===== src/rtl/nand_host_pkg.sv =====
package nand_host_pkg;

    localparam int BYTE_W = 8;

    // operational window offsets
    localparam logic [7:0] OFS_DATA   = 8'h00;
    localparam logic [7:0] OFS_MODE   = 8'h04;
    localparam logic [7:0] OFS_STAT   = 8'h05;
    localparam logic [7:0] OFS_ISR    = 8'h06;
    localparam logic [7:0] OFS_MASK   = 8'h07;

    // configuration space offsets
    localparam logic [7:0] CFG_CMD    = 8'h04;
    localparam logic [7:0] CFG_BASE0  = 8'h10;

    typedef enum logic [1:0] {
        ECC_IDLE    = 2'b00,
        ECC_RUN     = 2'b01,
        ECC_READOUT = 2'b10,
        ECC_CLEAR   = 2'b11
    } ecc_act_e;

    typedef struct packed {
        logic     wp;     // 7
        ecc_act_e ecc;    // 6:5
        logic     ce;     // 4
        logic [1:0] spare;// 3:2
        logic     ale;    // 1
        logic     cle;    // 0
    } mode_t;

    typedef struct packed {
        logic wr_data;
        logic wr_mode;
        logic wr_isr;
        logic wr_mask;
        logic rd_data;
    } op_dec_t;

    function automatic op_dec_t decode_op(input logic hit, input logic wr,
                                          input logic rd, input logic [7:0] ofs);
        op_dec_t d;
        d.wr_data = hit && wr && (ofs == OFS_DATA);
        d.wr_mode = hit && wr && (ofs == OFS_MODE);
        d.wr_isr  = hit && wr && (ofs == OFS_ISR);
        d.wr_mask = hit && wr && (ofs == OFS_MASK);
        d.rd_data = hit && rd && (ofs == OFS_DATA);
        return d;
    endfunction

endpackage


===== src/rtl/nand_cfg_space.sv =====
module nand_cfg_space
    import nand_host_pkg::*;
#(
    parameter int ADDR_W = 32
) (
    input  logic              clk,
    input  logic              rst,
    input  logic              wr,
    input  logic [7:0]        ofs,
    input  logic [7:0]        wdata,
    output logic              win_en,
    output logic [ADDR_W-1:0] base,
    output logic [7:0]        rd_byte
);
    localparam int NLANES = ADDR_W / BYTE_W;

    logic [7:0] lane_rd [NLANES];

    always_ff @(posedge clk) begin
        if (rst)                       win_en <= 1'b0;
        else if (wr && ofs == CFG_CMD) win_en <= wdata[1];
    end

    for (genvar g = 0; g < NLANES; g++) begin : g_lane
        always_ff @(posedge clk) begin
            if (rst)
                base[g*BYTE_W +: BYTE_W] <= '0;
            else if (wr && ofs == CFG_BASE0 + 8'(g))
                base[g*BYTE_W +: BYTE_W] <= wdata;
        end
        assign lane_rd[g] = base[g*BYTE_W +: BYTE_W];
    end

    always_comb begin
        rd_byte = '0;
        if (ofs == CFG_CMD) rd_byte = {6'b0, win_en, 1'b0};
        for (int i = 0; i < NLANES; i++)
            if (ofs == CFG_BASE0 + 8'(i)) rd_byte = lane_rd[i];
    end

endmodule


===== src/rtl/nand_pin_ctrl.sv =====
module nand_pin_ctrl
    import nand_host_pkg::*;
(
    input  logic       clk,
    input  logic       rst,
    input  logic       wr_mode,
    input  logic       wr_data,
    input  logic [7:0] wdata,
    output mode_t      mode_q,
    output logic [7:0] dout,
    output logic       dout_we
);
    always_ff @(posedge clk) begin
        if (rst) begin
            mode_q  <= '0;
            dout    <= '0;
            dout_we <= 1'b0;
        end else begin
            if (wr_mode) mode_q <= mode_t'(wdata);
            if (wr_data) dout <= wdata;
            dout_we <= wr_data;
        end
    end

    assert_strobe_R7: assert property (@(posedge clk) disable iff (rst)
        wr_data |=> (dout_we && dout == $past(wdata)));

    assert_mode_hold_R4: assert property (@(posedge clk) disable iff (rst)
        !wr_mode |=> $stable(mode_q));

endmodule


===== src/rtl/nand_irq_ctrl.sv =====
module nand_irq_ctrl (
    input  logic       clk,
    input  logic       rst,
    input  logic       ready,
    input  logic       wr_isr,
    input  logic       wr_mask,
    input  logic       eval,
    input  logic [7:0] wdata,
    output logic [7:0] isr,
    output logic [7:0] imr,
    output logic       irq
);
    logic       rdy_q;
    logic       rise;
    logic [7:0] isr_nx;
    logic [7:0] imr_nx;

    assign rise   = ready && !rdy_q;
    assign isr_nx = (isr & ~(wr_isr ? wdata : 8'h00)) | {7'b0, rise};
    assign imr_nx = wr_mask ? wdata : imr;

    always_ff @(posedge clk) begin
        if (rst) begin
            rdy_q <= 1'b0;
            isr   <= '0;
            imr   <= '0;
            irq   <= 1'b0;
        end else begin
            rdy_q <= ready;
            isr   <= isr_nx;
            imr   <= imr_nx;
            if (eval) irq <= imr_nx[7] && |(imr_nx & isr_nx);
        end
    end

    assert_ready_sets_R10: assert property (@(posedge clk) disable iff (rst)
        (ready && !rdy_q) |=> isr[0]);

    assert_master_gate_R9: assert property (@(posedge clk) disable iff (rst)
        irq |-> imr[7]);

    assert_irq_hold_R9: assert property (@(posedge clk) disable iff (rst)
        !eval |=> $stable(irq));

endmodule


===== src/rtl/nand_host_if.sv =====
module nand_host_if
    import nand_host_pkg::*;
#(
    parameter int ADDR_W   = 32,
    parameter int WIN_BITS = 8
) (
    input  logic              clk,
    input  logic              rst,
    input  logic              bus_wr,
    input  logic              bus_rd,
    input  logic              bus_cfg,
    input  logic [ADDR_W-1:0] bus_addr,
    input  logic [7:0]        bus_wdata,
    output logic [7:0]        bus_rdata,
    output logic              nf_cle,
    output logic              nf_ale,
    output logic              nf_ce_n,
    output logic              nf_wp,
    output logic [7:0]        nf_dout,
    output logic              nf_dout_we,
    input  logic [7:0]        nf_din,
    input  logic              nf_ready,
    output logic [1:0]        ecc_op,
    output logic              irq
);
    logic              win_en;
    logic [ADDR_W-1:0] base;
    logic [7:0]        cfg_rd;
    logic [7:0]        ofs;
    logic              win_hit;
    op_dec_t           dec;
    mode_t             mode_q;
    logic [7:0]        isr;
    logic [7:0]        imr;
    logic [7:0]        op_rd;

    assign ofs     = bus_addr[7:0];
    assign win_hit = !bus_cfg && win_en &&
                     ({bus_addr[ADDR_W-1:WIN_BITS], {WIN_BITS{1'b0}}} == base);
    assign dec     = decode_op(win_hit, bus_wr, bus_rd, ofs);

    nand_cfg_space #(.ADDR_W(ADDR_W)) u_cfg (
        .clk(clk), .rst(rst), .wr(bus_wr && bus_cfg), .ofs(ofs),
        .wdata(bus_wdata), .win_en(win_en), .base(base), .rd_byte(cfg_rd)
    );

    nand_pin_ctrl u_pins (
        .clk(clk), .rst(rst), .wr_mode(dec.wr_mode), .wr_data(dec.wr_data),
        .wdata(bus_wdata), .mode_q(mode_q), .dout(nf_dout), .dout_we(nf_dout_we)
    );

    nand_irq_ctrl u_irq (
        .clk(clk), .rst(rst), .ready(nf_ready), .wr_isr(dec.wr_isr),
        .wr_mask(dec.wr_mask), .eval(dec.wr_data || dec.wr_mode || dec.wr_mask),
        .wdata(bus_wdata), .isr(isr), .imr(imr), .irq(irq)
    );

    assign nf_cle  = mode_q.cle;
    assign nf_ale  = mode_q.ale;
    assign nf_ce_n = !mode_q.ce;
    assign nf_wp   = mode_q.wp;
    assign ecc_op  = mode_q.ecc;

    always_comb begin
        op_rd = '0;
        if (win_hit) begin
            case (ofs)
                OFS_DATA: op_rd = nf_din;
                OFS_MODE: op_rd = mode_q;
                OFS_STAT: op_rd = {7'b0, nf_ready};
                OFS_ISR:  op_rd = isr;
                OFS_MASK: op_rd = imr;
                default:  op_rd = '0;
            endcase
        end
    end

    always_ff @(posedge clk) begin
        if (rst)         bus_rdata <= '0;
        else if (bus_rd) bus_rdata <= bus_cfg ? cfg_rd : op_rd;
    end

    assert_ce_inverted_R5: assert property (@(posedge clk) disable iff (rst)
        dec.wr_mode |=> (nf_ce_n == !$past(bus_wdata[4])));

    assert_closed_window_R4: assert property (@(posedge clk) disable iff (rst)
        (bus_wr && !bus_cfg && !win_en) |=> $stable({nf_cle, nf_ale, nf_ce_n, nf_wp, ecc_op}));

    assert_cmd_read_R2: assert property (@(posedge clk) disable iff (rst)
        (bus_rd && bus_cfg && ofs == CFG_CMD) |=> (bus_rdata == {6'b0, $past(win_en), 1'b0}));

endmodule


===== config.mk =====
export PLATFORM = sky130hd
export DESIGN_NAME = nand_host_if
export DESIGN_NICKNAME = d
export VERILOG_FILES = /design/src/rtl/nand_host_pkg.sv /design/src/rtl/nand_cfg_space.sv /design/src/rtl/nand_pin_ctrl.sv /design/src/rtl/nand_irq_ctrl.sv /design/src/rtl/nand_host_if.sv
export SDC_FILE = /design/constraint.sdc
export NUM_CORES = 1
export LEC_CHECK = 0
export BUFFER_PORTS_ARGS = -buffer_cell sky130_fd_sc_hd__buf_2
export CAP_MARGIN = 5
export CORE_UTILIZATION = 50
export CTS_BUF_LIST = sky130_fd_sc_hd__clkbuf_8
export DETAILED_ROUTE_END_ITERATION = 10
export GPL_TIMING_DRIVEN = 1
export PLACE_DENSITY_LB_ADDON = 0.05
export RECOVER_POWER = 25
export SLEW_MARGIN = 5
export SYNTH_ARGS = -nofsm -noshare
export SYNTH_HDL_FRONTEND = slang
export SYNTH_SLANG_ARGS = --single-unit

===== constraint.sdc =====
create_clock -name clk -period 7.4 [get_ports clk]
set_clock_uncertainty 0.15 [all_clocks]
set_input_delay 0.74 -clock clk [delete_from_list [all_inputs] [get_ports clk]]
set_output_delay 0.74 -clock clk [all_outputs]
set_load 0.01 [all_outputs]

==> out/qor.yml <==
placement:
  io_buffer_count: 77
  hpwl_um: 7840
  place_congestion: 0.887
  post_dp_cell_area_mm2: 0.00407
timing:
  max_clock_freq_ghz: 0.263
  period_minus_slack_ps: 3810
  setup_violations: 0
  rsz0062_at_grt: "false"
  max_slew_margin_pct: -122
  worst_pin_slew_ps: 3330
  slew_viol_final: 77
  tns_ps: 0
  fin_crit_sh_pct: 51.5
  hold_violations: 0
global_route:
  track_usage_pct: 28.8
  grt_remaining_overflow: 0
  grt_pass1_vias: 3007
  antenna_found_initial: 0
  grt_max_degree: 77
  grt_pass1_wl_um: 16100
drt:
  routed-wl-met2_um: 4610
  post_drt_via_cell_ratio: 5.65
  met1_length_um: 4880
  drc: 0
  vias: 3454
  first_pass_iters: 5
  wl_per_cell_um: 17.3
  top_layer: "met4"
  ant_nets: 0
  routed_wl_um: 10600
  drt_iter0_drc: 164
  wl_met3_um: 803
clocking:
  cts_setup_buffers: 0
  cts_buffers: 9
  tritoncts: "yes"
  clk_path_buf_depth: 2
  cts_resized: 0
  cts-htree-levels: 3
  path_clk_slew_ps: 80
  clk-insertion-delay-late_ps: 350
  clkSinkCount: 76
  cts_hold_buf: 0
  root_buffer: "clkbuf_8"
synthesis:
  ys_seq_area_share_pct: 41.4
  synth_top_area_cell: "dfxtp_1"
  avgSynthCellArea_um2: 8.22
  synth_async_sr_flop_share_pct: 0
  synth_top_family_by_area: "simple AND/OR/NAND/NOR gates"
  synth.area.mux_share_pct: 10.7
  syn_inst: 447
  synth_most_common_cell: "nor2_1"
  syn_area_mm2: 0.00368
  synth_edf_count: 0
  yosys.area_share.simple_pct: 23.8
  yosys.area_share.adder_pct: 0
  synth.distinct_cells: 46
  synth.top_cells.by_count: "nor2_1, dfxtp_1, a21oi_1"
  synth_xor_area_share_pct: 3.34
  ys.flop_type: "dfxtp_1"
  synth_nets: 501
  yosysWarnings: 0
  synth.top_cell.area_share_pct: 41.4
  synth-compound-area-share_pct: 15.7
  synth_area_leaders: "dfxtp_1, nor2_1, mux2i_1"
  synth_seq_cells: 76
power_and_ir_drop:
  peakVddDrop_v: 0.000114
  power_density_mw_per_mm2: 189
  cellLeakagePower_nw: 1.76
outcome:
  outcome: "finished, violations left"
  violations: "capacitance limit, slew limit"
worst_setup_path:
  max_stage_delay_ps: 940
  worst-setup-path-type: "input pin to register"
  arrival_ps: 3760
  cp_slowest_cell: "nor2b_1"
  path_cells: "buf_2 > or4_1 > or3b_1 > nor3_2 > nor2b_1 > mux2i_1 > nor2_1"
  cp-end-kind: "register"
  startpoint_type: "input pin"
  r2r_start: "u_cfg.base[0]"
  cp_data_required_time_ps: 7350
  worstSetupStartpoint: "bus_addr[3]"
  worstPathMaxFanout: 10
floorplanning:
  rows: 30
  core_mm2: 0.00694
  die_area_mm2: 0.00770
  die_h_um: 87.7
  start_util_pct: 52.9
  top_level_ports: 78
  die_w_um: 87.7
worst_hold_path:
  min_from: "bus_rdata[6]"
  hold_path.class: "register to register"
cells_and_area:
  num_antenna_cells: 0
  fin_area_mm2: 0.00424
  nets: 564
  drive_gt1_share_pct: 15.9
  syn2layout_area_growth_pct: 15.3
run:
  maxCapViolCount: 1
worst max-delay path, delay by kind of cell:
family / cells / cell delay, ps
buffers and inverters: 1 / 90
multiplexers: 1 / 290
AND/OR/NAND/NOR: 5 / 2640
final cells by class:
cell class | count | area, um^2
clock buffers | 11 | 151
clock inverters | 5 | 51.3
fillers | 675 | 2710
inverters | 18 | 67.6
multi-input cells | 327 | 1970
flip-flops and latches | 76 | 1520
well taps | 96 | 120
repair buffers | 78 | 359
path summary, 6_finish.rpt:
| kind | to | slack (ps) | depth (start not counted) |
|---|---|---|---|
| worst min register to register | bus_rdata[6] | 330 | 2 |
| worst max register to register | u_pins.mode_q[5] | 3730 | 8 |
| worst max-delay path | u_pins.mode_q[5] | 3590 | 7 |
| worst min-delay path | bus_rdata[6] | 330 | 2 |
cells in the final DEF (no fill, tap or decap), types with 3 or more instances in the layout:
cell type,count
nor2_1,119
dfxtp_1,76
buf_2,53
a21oi_1,39
mux2i_1,28
clkbuf_1,25
inv_1,19
a22oi_1,15
nand2_1,14
xnor2_1,14
o22ai_1,12
clkbuf_8,11
nor3_1,9
nor2b_1,6
nand2b_1,6
mux2_2,6
a211oi_1,6
nand4_1,5
o21ai_1,5
o21ai_0,5
nand3_1,4
or3_1,3
o31ai_1,3
registers in the layout, summed over array words and instances (netlist names):
register / flops
u_cfg.base: 32
bus_rdata: 8
u_irq.imr: 8
u_irq.isr: 8
u_pins.dout: 8
u_pins.mode_q: 8
u_cfg.win_en: 1
u_irq.irq: 1
u_irq.rdy_q: 1
u_pins.dout_we: 1
kinds of logic (layout without fill, tap and decap cells):
| logic type | after synthesis | after routing |
|---|---|---|
| flip-flops | 76 | 76 |
| buffers and inverters | 44 | 112 |
| multiplexers | 36 | 36 |
| AO/OA/AOI/OAI | 93 | 93 |
| AND/OR/NAND/NOR | 184 | 184 |
| XOR/XNOR | 14 | 14 |
per-stage QoR:
step / cells / hold slack, ps / total power [mW] / setup WS [ps] / utilization [%]
after floorplan: 447 / 301 / 0.454 / 3980 / -
after global placement: 595 / 315 / 0.483 / 3460 / 58.6
after detailed placement: 595 / 327 / 0.484 / 3400 / 58.6
after CTS: 611 / 337 / 0.804 / 3750 / 61.5
after global routing: 611 / 364 / 0.829 / 3380 / 61.0
final: 611 / 334 / 0.800 / 3590 / 61.0
metal layers:
metal  global-route usage, %  vias to the layer above
met4                    11.0                        0
li1                        -                     1666
met3                    5.66                       30
met5                       0                        -
met2                    43.0                      170
met1                    41.1                     1588
power by group:
group / internal (mW) / leakage, nW / switching [mW]
clock network: 0.172 / 0.107 / 0.154
registers: 0.411 / 0.614 / 0.00143
logic: 0.0226 / 1.04 / 0.0380
(Power assumes the default switching activity.)
